===== src/rtl/tacc_pkg.sv =====
package tacc_pkg;

  typedef enum logic [1:0] {
    LVL_ZERO = 2'b00,
    LVL_POS  = 2'b01,
    LVL_NEG  = 2'b10,
    LVL_BAD  = 2'b11
  } levelCode_e;

  // strobes from control to the datapath
  typedef struct packed {
    logic stepEn;    // a step is applied this cycle
    logic useRev;    // take the reverse-direction code
    logic serial;    // activation is one bit per step
    logic msbStep;   // serial step carrying the sign bit
    logic closeVec;  // latch result and clear accumulators
  } ctrlStrobe_t;

endpackage


===== src/rtl/tacc_ctrl.sv =====
module tacc_ctrl
  import tacc_pkg::*;
#(
  parameter int ACT_W = 8,
  localparam int BIT_W = (ACT_W > 1) ? $clog2(ACT_W) : 1
) (
  input  logic             clk,
  input  logic             rstN,
  input  logic             inValid,
  input  logic             inLast,
  input  logic             dirSel,
  input  logic             serialMode,
  output ctrlStrobe_t      strobe,
  output logic [BIT_W-1:0] bitPos
);

  localparam logic [BIT_W-1:0] TOP_BIT = BIT_W'(ACT_W - 1);

  logic [BIT_W-1:0] bitCnt;
  logic             atTop;

  assign atTop = (bitCnt == TOP_BIT);

  always_ff @(posedge clk) begin
    if (!rstN) begin
      bitCnt <= '0;
    end else if (inValid) begin
      if (inLast || !serialMode || atTop) begin
        bitCnt <= '0;
      end else begin
        bitCnt <= bitCnt + 1'b1;
      end
    end
  end

  always_comb begin
    strobe.stepEn   = inValid;
    strobe.useRev   = dirSel;
    strobe.serial   = serialMode;
    strobe.msbStep  = serialMode && atTop;
    strobe.closeVec = inValid && inLast;
    bitPos          = serialMode ? bitCnt : '0;
  end

endmodule


===== src/rtl/tacc_lane.sv =====
module tacc_lane
  import tacc_pkg::*;
#(
  parameter int ACT_W = 8,
  parameter int ACC_W = 13,
  parameter int BIT_W = 3
) (
  input  logic                    clk,
  input  logic                    rstN,
  input  ctrlStrobe_t             strobe,
  input  logic [BIT_W-1:0]        bitPos,
  input  logic [ACT_W-1:0]        actIn,
  input  logic [1:0]              codeFwd,
  input  logic [1:0]              codeRev,
  output logic signed [ACC_W-1:0] acc,
  output logic signed [ACC_W-1:0] accNext,
  output logic                    codeBad
);

  levelCode_e              selCode;
  logic                    isPos;
  logic                    isNeg;
  logic                    active;
  logic signed [ACC_W-1:0] bitTerm;
  logic signed [ACC_W-1:0] wordTerm;
  logic signed [ACC_W-1:0] magTerm;
  logic signed [ACC_W-1:0] operand;
  logic signed [ACC_W-1:0] sum;

  // comparator outcome: one of three weights, or an illegal level
  always_comb begin
    selCode = levelCode_e'(strobe.useRev ? codeRev : codeFwd);
    isPos   = (selCode == LVL_POS);
    isNeg   = (selCode == LVL_NEG);
    codeBad = (selCode == LVL_BAD);
    active  = strobe.stepEn && (isPos || isNeg);
  end

  // bit weighting first, ternary sign afterwards
  always_comb begin
    bitTerm  = ACC_W'(actIn[0]) << bitPos;
    wordTerm = ACC_W'($signed(actIn));
    if (strobe.serial) begin
      magTerm = strobe.msbStep ? -bitTerm : bitTerm;
    end else begin
      magTerm = wordTerm;
    end
    // operand isolation: a skipped channel presents zero to its adder
    operand = (isPos || isNeg) ? magTerm : '0;
    sum     = isNeg ? (acc - operand) : (acc + operand);
    accNext = active ? sum : acc;
  end

  always_ff @(posedge clk) begin
    if (!rstN) begin
      acc <= '0;
    end else if (strobe.closeVec) begin
      acc <= '0;
    end else if (active) begin
      acc <= sum;
    end
  end

endmodule


===== src/rtl/tacc_tree.sv =====
module tacc_tree #(
  parameter int NUM_LEAF = 4,
  parameter int LEAF_W   = 13,
  parameter int SUM_W    = 15
) (
  input  logic [NUM_LEAF*LEAF_W-1:0] leaves,
  output logic signed [SUM_W-1:0]    total
);

  localparam int LEVELS = (NUM_LEAF > 1) ? $clog2(NUM_LEAF) : 0;
  localparam int PAD    = 1 << LEVELS;
  localparam int NODES  = 2 * PAD - 1;

  logic signed [SUM_W-1:0] node [NODES];

  // leaves sit at the bottom of a complete binary tree, spare slots are zero
  for (genvar i = 0; i < PAD; i++) begin : g_leaf
    if (i < NUM_LEAF) begin : g_used
      logic signed [LEAF_W-1:0] leafVal;
      assign leafVal         = leaves[i*LEAF_W +: LEAF_W];
      assign node[PAD-1+i]   = SUM_W'(leafVal);
    end else begin : g_pad
      assign node[PAD-1+i] = '0;
    end
  end

  for (genvar n = 0; n < PAD - 1; n++) begin : g_add
    assign node[n] = node[2*n+1] + node[2*n+2];
  end

  assign total = node[0];

endmodule


===== src/rtl/tacc_datapath.sv =====
module tacc_datapath
  import tacc_pkg::*;
#(
  parameter int NUM_CH  = 4,
  parameter int ACT_W   = 8,
  parameter int ACC_W   = 13,
  parameter int RES_W   = 15,
  localparam int BIT_W  = (ACT_W > 1) ? $clog2(ACT_W) : 1
) (
  input  logic                      clk,
  input  logic                      rstN,
  input  ctrlStrobe_t               strobe,
  input  logic [BIT_W-1:0]          bitPos,
  input  logic [NUM_CH*ACT_W-1:0]   actData,
  input  logic [2*NUM_CH-1:0]       levelFwd,
  input  logic [2*NUM_CH-1:0]       levelRev,
  output logic [NUM_CH*ACC_W-1:0]   accFlat,
  output logic                      resValid,
  output logic [RES_W-1:0]          resSum,
  output logic                      codeErr
);

  logic [NUM_CH*ACC_W-1:0] nextFlat;
  logic [NUM_CH-1:0]       laneBad;
  logic signed [RES_W-1:0] treeSum;

  for (genvar c = 0; c < NUM_CH; c++) begin : g_lane
    logic signed [ACC_W-1:0] laneAcc;
    logic signed [ACC_W-1:0] laneNext;

    tacc_lane #(
      .ACT_W (ACT_W),
      .ACC_W (ACC_W),
      .BIT_W (BIT_W)
    ) lane_i (
      .clk     (clk),
      .rstN    (rstN),
      .strobe  (strobe),
      .bitPos  (bitPos),
      .actIn   (actData[c*ACT_W +: ACT_W]),
      .codeFwd (levelFwd[2*c +: 2]),
      .codeRev (levelRev[2*c +: 2]),
      .acc     (laneAcc),
      .accNext (laneNext),
      .codeBad (laneBad[c])
    );

    assign accFlat[c*ACC_W +: ACC_W]  = laneAcc;
    assign nextFlat[c*ACC_W +: ACC_W] = laneNext;
  end

  // the tree sees the post-step values so the closing step is included
  tacc_tree #(
    .NUM_LEAF (NUM_CH),
    .LEAF_W   (ACC_W),
    .SUM_W    (RES_W)
  ) tree_i (
    .leaves (nextFlat),
    .total  (treeSum)
  );

  always_ff @(posedge clk) begin
    if (!rstN) begin
      resValid <= 1'b0;
      resSum   <= '0;
      codeErr  <= 1'b0;
    end else begin
      resValid <= strobe.closeVec;
      codeErr  <= strobe.stepEn && (|laneBad);
      if (strobe.closeVec) begin
        resSum <= treeSum;
      end
    end
  end

endmodule


===== src/rtl/ternary_accum_top.sv =====
module ternary_accum_top
  import tacc_pkg::*;
#(
  parameter int NUM_CH  = 4,
  parameter int ACT_W   = 8,
  parameter int MAX_LEN = 16,
  localparam int ACC_W  = ACT_W + $clog2(MAX_LEN) + 1,
  localparam int RES_W  = ACC_W + $clog2(NUM_CH),
  localparam int BIT_W  = (ACT_W > 1) ? $clog2(ACT_W) : 1
) (
  input  logic                    clk,
  input  logic                    rstN,
  input  logic                    inValid,
  input  logic                    inLast,
  input  logic                    dirSel,
  input  logic                    serialMode,
  input  logic [NUM_CH*ACT_W-1:0] actData,
  input  logic [2*NUM_CH-1:0]     levelFwd,
  input  logic [2*NUM_CH-1:0]     levelRev,
  output logic                    resValid,
  output logic [RES_W-1:0]        resSum,
  output logic                    codeErr
);

  ctrlStrobe_t             strobe;
  logic [BIT_W-1:0]        bitPos;
  logic [NUM_CH*ACC_W-1:0] accFlat;

  tacc_ctrl #(
    .ACT_W (ACT_W)
  ) ctrl_i (
    .clk        (clk),
    .rstN       (rstN),
    .inValid    (inValid),
    .inLast     (inLast),
    .dirSel     (dirSel),
    .serialMode (serialMode),
    .strobe     (strobe),
    .bitPos     (bitPos)
  );

  tacc_datapath #(
    .NUM_CH (NUM_CH),
    .ACT_W  (ACT_W),
    .ACC_W  (ACC_W),
    .RES_W  (RES_W)
  ) dp_i (
    .clk      (clk),
    .rstN     (rstN),
    .strobe   (strobe),
    .bitPos   (bitPos),
    .actData  (actData),
    .levelFwd (levelFwd),
    .levelRev (levelRev),
    .accFlat  (accFlat),
    .resValid (resValid),
    .resSum   (resSum),
    .codeErr  (codeErr)
  );

endmodule


===== config.mk =====
export PLATFORM = sky130hd
export DESIGN_NAME = ternary_accum_top
export DESIGN_NICKNAME = d
export VERILOG_FILES = /design/src/rtl/tacc_pkg.sv /design/src/rtl/tacc_ctrl.sv /design/src/rtl/tacc_lane.sv /design/src/rtl/tacc_tree.sv /design/src/rtl/tacc_datapath.sv /design/src/rtl/ternary_accum_top.sv
export SDC_FILE = /design/constraint.sdc
export NUM_CORES = 1
export LEC_CHECK = 0
export BUFFER_PORTS_ARGS = -buffer_cell sky130_fd_sc_hd__buf_4
export CORE_MARGIN = 5
export CORE_UTILIZATION = 30
export CTS_CLUSTER_SIZE = 30
export DETAILED_ROUTE_END_ITERATION = 7
export PLACE_DENSITY = 0.53
export SYNTH_ARGS = -nofsm -noshare
export SYNTH_HDL_FRONTEND = slang
export SYNTH_SLANG_ARGS = --single-unit

===== constraint.sdc =====
create_clock -name clk -period 11.99 [get_ports clk]
set_input_delay 2.398 -clock clk [delete_from_list [all_inputs] [get_ports clk]]
set_output_delay 2.398 -clock clk [all_outputs]
set_load 0.02 [all_outputs]

==> results of run 1 <==
-- per-stage QoR --
| stage | total power, mW | std cells |
|---|---|---|
| floorplan | 1.02 | 1035 |
| global placement | 1.27 | 1400 |
| detailed placement | 1.26 | 1400 |
| CTS | 1.56 | 1416 |
| global route | 1.70 | 1416 |
| finish | 1.55 | 1416 |
-- metal layers --
metal	share of wire, %	global-route usage, %
met5	0	0
met4	2.0	4.58
met3	3.7	2.62
met2	44	24.6
met1	50	21.8
-- placed cells by master (no fill, tap or decap), drive strengths merged, types with 9 or more instances in the layout --
cell / n
nand2b: 21
dfxtp: 72
nor3: 25
inv: 80
and2: 35
a21oi: 60
mux2i: 16
xnor2: 44
nand2: 77
a22o: 12
o21a: 17
nor2: 93
clkbuf: 10
a21o: 19
nor2b: 30
buf: 72
nand3: 22
a211oi: 18
o31a: 9
a31oi: 14
fa: 31
xor2: 25
o21ai: 63
o31ai: 9
a311oi: 12
ha: 82
-- worst max-delay path, delay by kind of cell --
family / cells / cell delay, ns
buffers and inverters: 4 / 0.91
AOI/OAI and AO/OA: 10 / 2.91
muxes: 1 / 0.29
adders and majority gates: 6 / 2.15
and+or+nand+nor: 6 / 1.39
-- sequential cells by signal (all words and copies together) (netlist names) --
signal / flops
ctrl_i.bitCnt: 3
dp_i.resValid: 1
dp_i.g_lane.lane_i.acc: 52
dp_i.resSum: 15
dp_i.codeErr: 1
-- cell families after synthesis --
group           count (synthesis)
simple gates                  352
compound gates                278
buf+inv                       127
fa+ha+maj                     113
flops                          72
xor+xnor                       69
mux                            24
-- report_power, final --
group / leakage [nW] / internal (mW) / switching, mW
logic: 3.20 / 0.411 / 0.555
registers: 0.586 / 0.276 / 0.0208
clock network: 0.145 / 0.168 / 0.120
-- area by class of cell --
type | count | area [um2] | share of cell area (%)
Clock buffer | 10 | 239 | 2.60
Clock inverter | 6 | 67.6 | 0.735
Inverter | 79 | 297 | 3.22
Multi-Input combinational cell | 836 | 6190 | 67.3
Sequential cell | 72 | 1440 | 15.7
Tap cell | 341 | 427 | 4.64
Timing Repair Buffer | 72 | 541 | 5.88
-- worst max path at each step --
stage,endpoint,slack [ns],cells past startpoint,start
6_report,dp_i.resSum[13]$_SDFFE_PN0P_,2.15,27,serialMode
5_1_grt,dp_i.resSum[14]$_SDFFE_PN0P_,1.51,31,serialMode
4_1_cts,dp_i.resSum[13]$_SDFFE_PN0P_,2.18,27,serialMode
3_5_place_dp,dp_i.resSum[13]$_SDFFE_PN0P_,1.84,27,serialMode
3_3_place_gp,dp_i.resSum[13]$_SDFFE_PN0P_,1.98,32,serialMode
2_1_floorplan,dp_i.resSum[13]$_SDFFE_PN0P_,3.25,34,serialMode
==> flow_summary.ini, run 1 <==
[yosys]
syn_inst = 1035
synth-simple-area-share_pct = 22.1
ys_seq_area_share_pct = 17.7
synth_xor_area_share_pct = 7.42
synthAdderAreaFrac_pct = 20.2
muxShareOfSynthArea_pct = 3.07
netlist_top_cells_area = dfxtp_1, ha_1, fa_1
synth_top_area_share_pct = 17.7
syn_nets = 1202
ys_ff_latch = 72
async_flop_share_pct = 0
synth_top_family_by_area = compound AO/OA/AOI/OAI gates
synth_area_um2 = 8150
synth_common_cells = nor2_1, ha_1, inv_1
synth_edf_count = 0
synth_top_area_cell = dfxtp_1
synth_compound_area_share_pct = 23.2
synth.most_common_cell = nor2_1
synthDistinctLibCells = 71
syn_avg_cell_area_um2 = 7.87
yosysWarnings = 0
synth-main-ff-cell = dfxtp_1

[timing]
skew_ns = 0.00723
layout_setup_ws_ns = 2.15
hold_slack_ns = 0.484
relSlewSlack_pct = 29.8
max_freq_mhz = 102
worstMarginPinSlew_ns = 1.05
setup_tns_ns = 0
final.min_clock_period_ns = 9.84
rsz0062_at_grt = no
drv_slew = 0
hold_viol = 0
period_share_pct = 82.1
setup_viol = 0

[cells_and_area]
layout-drive-gt1-share_pct = 10.4
fin_util_pct = 34.2
finalNetCount = 1237
fin_area_um2 = 9200
n_fill_cell = 2873
n_antenna_cell = 0
area_growth_pct = 12.9

[clock_network]
ctsHtreeMaxLevel = 3
cts_made_buffers = 9
insertion_delay_ns = 0.35
clk_pin_slew_ns = 0.06
holdBufCountCts = 0
cts_tree = built
clock_sinks = 72
clockBufferDepth = 2
cts_root_buffer = clkbuf_16
post-cts-setup-buffer-count = 0
cts_resized = 0

[die]
start_util_pct = 30.3
fp-row-count = 60
die_y_um = 175
coreArea_um2 = 26900
die_w_um = 175
dieArea_um2 = 30500
io_pins = 71

[hold_path]
hold_class = flip-flop to flip-flop
hold_depth = 1
min_to = dp_i.resSum[13]$_SDFFE_PN0P_
holdCritStartpoint = dp_i.resSum[13]$_SDFFE_PN0P_

[run]
maxCapViolCount = 0

[critical_path]
critical_path.most_common_cell = ha_1
criticalPathCategory = primary input to flip-flop
cp-start-kind = primary input
reg2reg_depth = 24
r2r-start = ctrl_i.bitCnt[1]$_SDFFE_PN0P_
reg2reg_to = dp_i.resSum[14]$_SDFFE_PN0P_
cp_slowest_stage_delay_ns = 0.64
worstPathRequired_ns = 12.24
crit_slowest_cell = nor4_2
crit_fanout = 55
critPathCaptureType = flip-flop
arrival_ns = 10.09
reg2reg_slack_ns = 3.99

[placement]
portBuffers = 70
dp_hpwl_um = 18700
dpl_cell_area_um2 = 8890
pre_cts_ws_ns = 1.84
place.gp.congestion = 0.839

[global_routing]
grt.overflow.total = 0
grt_util_all_layers_pct = 15.6
grt_pass1_wl_um = 38200
grt_pass1_vias = 7117
grt_max_degree = 56
antenna_found_initial = 0

[detailed_routing]
avgRoutedWirePerCell_um = 16.8
dr.pass1.iters = 5
vias = 7257
antenna_left = 0
dr.first_iter.drc_count = 427
route.detailed.drc = 0
routed_via_density = 5.13
wl_um = 23700

[status]
status = finished clean

[power_and_ir_drop]
ir_worst_vdd_v = 0.000119
cellPowerDensity_nw_per_um2 = 169
p_leak_nw = 3.93
Power figures use the tool's default switching activity.
==> inputs of run 2 (changes only) <==
- PLACE_DENSITY: 0.53 -> 0.54
- clock period: 11.99 -> 8.1 ns (I/O delays scaled with it)
==> flow_summary.ini, run 2 (synthesized netlist as in run 1, its figures left out) <==
[critical_path]
worstPathRequired_ns = 8.35
crit_fanout = 7
r2r-start = ctrl_i.bitCnt[0]$_SDFFE_PN0P_
reg2reg_slack_ns = 0.99
cp-start-kind = primary input
reg2reg_to = dp_i.resSum[13]$_SDFFE_PN0P_
critPathCaptureType = flip-flop
reg2reg_depth = 29
criticalPathCategory = primary input to flip-flop
cp_slowest_stage_delay_ns = 0.53
arrival_ns = 7.87
crit_slowest_cell = nor4_2

[detailed_routing]
dr.pass1.iters = 5
route.detailed.drc = 0
antenna_left = 0
wl_um = 24300
routed_via_density = 5.04
dr.first_iter.drc_count = 493
vias = 7506
avgRoutedWirePerCell_um = 16.3

[power_and_ir_drop]
ir_worst_vdd_v = 0.000184
pwr-share-clk_pct = 19.2
p_leak_nw = 4.33
sw_frac_of_total_pct = 42.3
switchingPower_mw = 1.07
combPwrFrac_pct = 63.4
power_mw = 2.52
seq_power_share_pct = 17.4
p_int_mw = 1.45
cellPowerDensity_nw_per_um2 = 256

[cells_and_area]
layout-drive-gt1-share_pct = 16.7
n_antenna_cell = 0
final_common_cell = buf_4
finalNetCount = 1311
largest_register_ffs = 52
n_fill_cell = 2808
layout_common_cells = buf_4, nor2_1, ha_1
largest-register = dp_i.g_lane.lane_i.acc
fin_area_um2 = 9840
area_growth_pct = 20.8
fin_util_pct = 36.6
final_cells = 1490
largestRegisters = dp_i.g_lane.lane_i.acc: 52 flops, dp_i.resSum: 15 flops, ctrl_i.bitCnt: 3 flops

[timing]
setup_viol = 0
period_share_pct = 94.1
max_freq_mhz = 131
hold_slack_ns = 0.485
setup_tns_ns = 0
skew_ns = 0.0102
rsz0062_at_grt = no
relSlewSlack_pct = 30.0
final.min_clock_period_ns = 7.62
worstMarginPinSlew_ns = 1.05
hold_viol = 0
drv_slew = 0
layout_setup_ws_ns = 0.479

[clock_network]
holdBufCountCts = 0
cts_root_buffer = clkbuf_16
post-cts-setup-buffer-count = 0
clock_sinks = 72
cts_resized = 0
clockBufferDepth = 2
cts_tree = built
clk_pin_slew_ns = 0.07
ctsHtreeMaxLevel = 3
insertion_delay_ns = 0.35
cts_made_buffers = 9

[hold_path]
hold_depth = 1
min_to = dp_i.resSum[0]$_SDFFE_PN0P_
holdCritStartpoint = dp_i.resSum[0]$_SDFFE_PN0P_
hold_class = flip-flop to flip-flop

[global_routing]
antenna_found_initial = 0
grt_max_degree = 54
grt_pass1_vias = 7415
grt.overflow.total = 0
grt_util_all_layers_pct = 15.9
grt_pass1_wl_um = 39300

[run]
maxCapViolCount = 0

[placement]
portBuffers = 70
pre_cts_ws_ns = -0.108
place.gp.congestion = 0.867
dp_hpwl_um = 19400
dp_cells = 1474
dpl_cell_area_um2 = 9460

[die]
start_util_pct = 30.3
fp-row-count = 60
coreArea_um2 = 26900
die_w_um = 175
die_y_um = 175
dieArea_um2 = 30500
io_pins = 71

[status]
status = finished clean
-- run 2: cell types whose count changed in the layout (fill, tap and decap cells not counted), sizes merged --
cell      change
buf          +74
bufinv        +2
clkinv        -2
inv           +2
clkbuf        -1
clkinvlp      -1
-- run 2: metal layers --
metal  track usage [%]  routed length (um)  vias up
met1              21.9               11800     3466
met4              3.93                 370        0
met5                 0                   0        -
li1                  -                   -     3872
met3              2.77                1110       21
met2              26.0               11000      147
-- run 2: critical path, delay by kind of cell --
| kind | cells | cell delay, ns |
|---|---|---|
| AOI/OAI and AO/OA | 10 | 2.04 |
| xor gates and xnor gates | 2 | 0.24 |
| adders and majority gates | 5 | 1.61 |
| buffers and inverters | 5 | 0.53 |
| and+or+nand+nor | 8 | 1.84 |
-- run 2: worst max path at each step --
stage                     startpoint                      endpoint  slack, ns  cells after the start
after floorplan           serialMode  dp_i.resSum[13]$_SDFFE_PN0P_       0.13                     34
after global placement        dirSel  dp_i.resSum[13]$_SDFFE_PN0P_       0.03                     29
after detailed placement  serialMode  dp_i.resSum[13]$_SDFFE_PN0P_      -0.11                     32
after CTS                 serialMode  dp_i.resSum[13]$_SDFFE_PN0P_       0.22                     32
after global routing      serialMode  dp_i.resSum[13]$_SDFFE_PN0P_      0.008                     32
final                     serialMode  dp_i.resSum[13]$_SDFFE_PN0P_       0.48                     30
-- run 2: layout make-up --
| type | instances | area [um2] | area share, % |
|---|---|---|---|
| sequential | 72 | 1440 | 14.6 |
| inverter | 79 | 297 | 3.01 |
| tap | 341 | 427 | 4.34 |
| multi-input combinational | 836 | 6220 | 63.2 |
| clock inverter | 7 | 124 | 1.26 |
| timing repair buffer | 146 | 1110 | 11.3 |
| clock buffer | 9 | 225 | 2.29 |
-- run 2: power groups by stage --
stage	sequential [mW]	clock [mW]	combinational, mW
3_5_place_dp	0.446	0	1.58
5_1_grt	0.445	0.511	1.81
6_report	0.439	0.484	1.60
4_1_cts	0.439	0.497	1.60
2_1_floorplan	0.473	0	1.04
3_3_place_gp	0.447	0	1.58
==> inputs of run 3 (changes only) <==
- REMOVE_ABC_BUFFERS: unset -> 1
==> flow_summary.ini, run 3 (synthesized netlist as in run 1, its figures left out) <==
[detailed_routing]
vias = 7569
route.detailed.drc = 0
avgRoutedWirePerCell_um = 15.4
routed_via_density = 5.05
dr.first_iter.drc_count = 547
wl_um = 23100
antenna_left = 0
dr.pass1.iters = 5

[global_routing]
antenna_found_initial = 0
grt_pass1_wl_um = 37200
grt_pass1_vias = 7168
grt_max_degree = 46
grt_util_all_layers_pct = 15.0
grt.overflow.total = 0

[critical_path]
worstPathRequired_ns = 8.34
cp-start-kind = primary input
arrival_ns = 7.92
critPathCaptureType = flip-flop
criticalPathCategory = primary input to flip-flop
crit_fanout = 6
crit_slowest_cell = a311oi_1
cp_slowest_stage_delay_ns = 0.57
critical_path.most_common_cell = buf_4

[cells_and_area]
finalNetCount = 1320
largest_register_ffs = 52
final_common_cell = buf_4
area_growth_pct = 21.3
layout-drive-gt1-share_pct = 17.3
n_antenna_cell = 0
layout_common_cells = buf_4, nor2_1, ha_1
fin_area_um2 = 9880
fin_util_pct = 36.8
largestRegisters = dp_i.g_lane.lane_i.acc: 52 flops, dp_i.resSum: 15 flops, ctrl_i.bitCnt: 3 flops
largest-register = dp_i.g_lane.lane_i.acc

[timing]
drv_slew = 0
max_freq_mhz = 130
period_share_pct = 94.9
worstMarginPinSlew_ns = 1.15
relSlewSlack_pct = 23.4
rsz0062_at_grt = no
setup_tns_ns = 0
setup_viol = 0
skew_ns = 0.00856
final.min_clock_period_ns = 7.68
hold_viol = 0

[power_and_ir_drop]
cellPowerDensity_nw_per_um2 = 247
ir_worst_vdd_v = 0.000113
switchingPower_mw = 1.03
power_mw = 2.44
p_leak_nw = 4.36
sw_frac_of_total_pct = 42.2
pwr-share-clk_pct = 18.7
seq_power_share_pct = 18.0
combPwrFrac_pct = 63.3
p_int_mw = 1.41

[hold_path]
hold_class = flip-flop to flip-flop

[clock_network]
insertion_delay_ns = 0.35
clk_pin_slew_ns = 0.06
cts_root_buffer = clkbuf_16
clock_sinks = 72
ctsHtreeMaxLevel = 3
clockBufferDepth = 2
post-cts-setup-buffer-count = 0
cts_tree = built
cts_made_buffers = 9

[die]
coreArea_um2 = 26900
die_w_um = 175
dieArea_um2 = 30500
fp-row-count = 60
die_y_um = 175
io_pins = 71
start_util_pct = 30.3

[placement]
dp_hpwl_um = 18400
portBuffers = 70
place.gp.congestion = 0.858
dpl_cell_area_um2 = 9510

[status]
status = finished clean

[run]
maxCapViolCount = 0
==> run 3: cell types whose count changed in the layout (fill, tap and decap cells not counted), sizes merged <==
cell    previous run  this run
clkinv             0         2
clkbuf             9        10
buf              146       155
bufinv             3         2
inv               82        80
==> run 3: path summary, 6_finish.rpt <==
path | slack (ns) | endpoint | from | cells past startpoint
worst max-delay path | 0.42 | dp_i.resSum[14]$_SDFFE_PN0P_ | serialMode | 31
worst min-delay path | 0.48 | dp_i.resSum[3]$_SDFFE_PN0P_ | dp_i.resSum[3]$_SDFFE_PN0P_ | 1
worst max register to register | 0.99 | dp_i.resSum[14]$_SDFFE_PN0P_ | ctrl_i.bitCnt[0]$_SDFFE_PN0P_ | 30
worst min register to register | 0.48 | dp_i.resSum[3]$_SDFFE_PN0P_ | dp_i.resSum[3]$_SDFFE_PN0P_ | 1
==> run 3: area by class of cell <==
class / instances / area [um2]
clock buffer: 10 / 239
tap: 341 / 427
clock inverter: 6 / 90.1
inverter: 79 / 297
timing repair buffer: 155 / 1160
multi-input combinational: 836 / 6220
sequential: 72 / 1440
fill: 2814 / 17000
==> run 3: repair_timing <==
action                     in CTS  in global routing
setup endpoints to repair       0                  3
hold buffers                    0                  0
gates resized for setup         0                 13
==> run 3: power by group through the flow <==
stage	combinational [mW]	sequential, mW	clock [mW]
6_report	1.55	0.440	0.456
5_1_grt	1.75	0.447	0.480
4_1_cts	1.56	0.441	0.468
3_5_place_dp	1.55	0.448	0
3_3_place_gp	1.54	0.448	0
2_1_floorplan	1.03	0.473	0
==> run 3: critical path: cells and delay by family <==
| family | cells | cell delay, ns |
|---|---|---|
| buf+inv | 8 | 1.09 |
| fa+ha+maj | 5 | 1.69 |
| simple gates | 5 | 0.73 |
| compound gates | 11 | 2.55 |
| xor+xnor | 2 | 0.25 |
==> run 3: per-layer routing <==
| metal | global-route usage, % | routed length (um) | vias up |
|---|---|---|---|
| met2 | 23.5 | 10200 | 122 |
| li1 | - | - | 3891 |
| met1 | 21.5 | 11600 | 3539 |
| met5 | 0 | 0 | - |
| met3 | 2.96 | 1010 | 17 |
| met4 | 3.08 | 281 | 0 |
==> run 3: per-stage QoR <==
| step | hold slack, ns | worst slack (ns) | cells |
|---|---|---|---|
| 2_1_floorplan | 0.458 | 0.304 | 987 |
| 3_3_place_gp | 0.464 | 0.0563 | 1483 |
| 3_5_place_dp | 0.459 | -0.00845 | 1483 |
| 4_1_cts | 0.488 | 0.305 | 1499 |
| 5_1_grt | 0.507 | 0.00291 | 1499 |
| 6_report | 0.483 | 0.417 | 1499 |
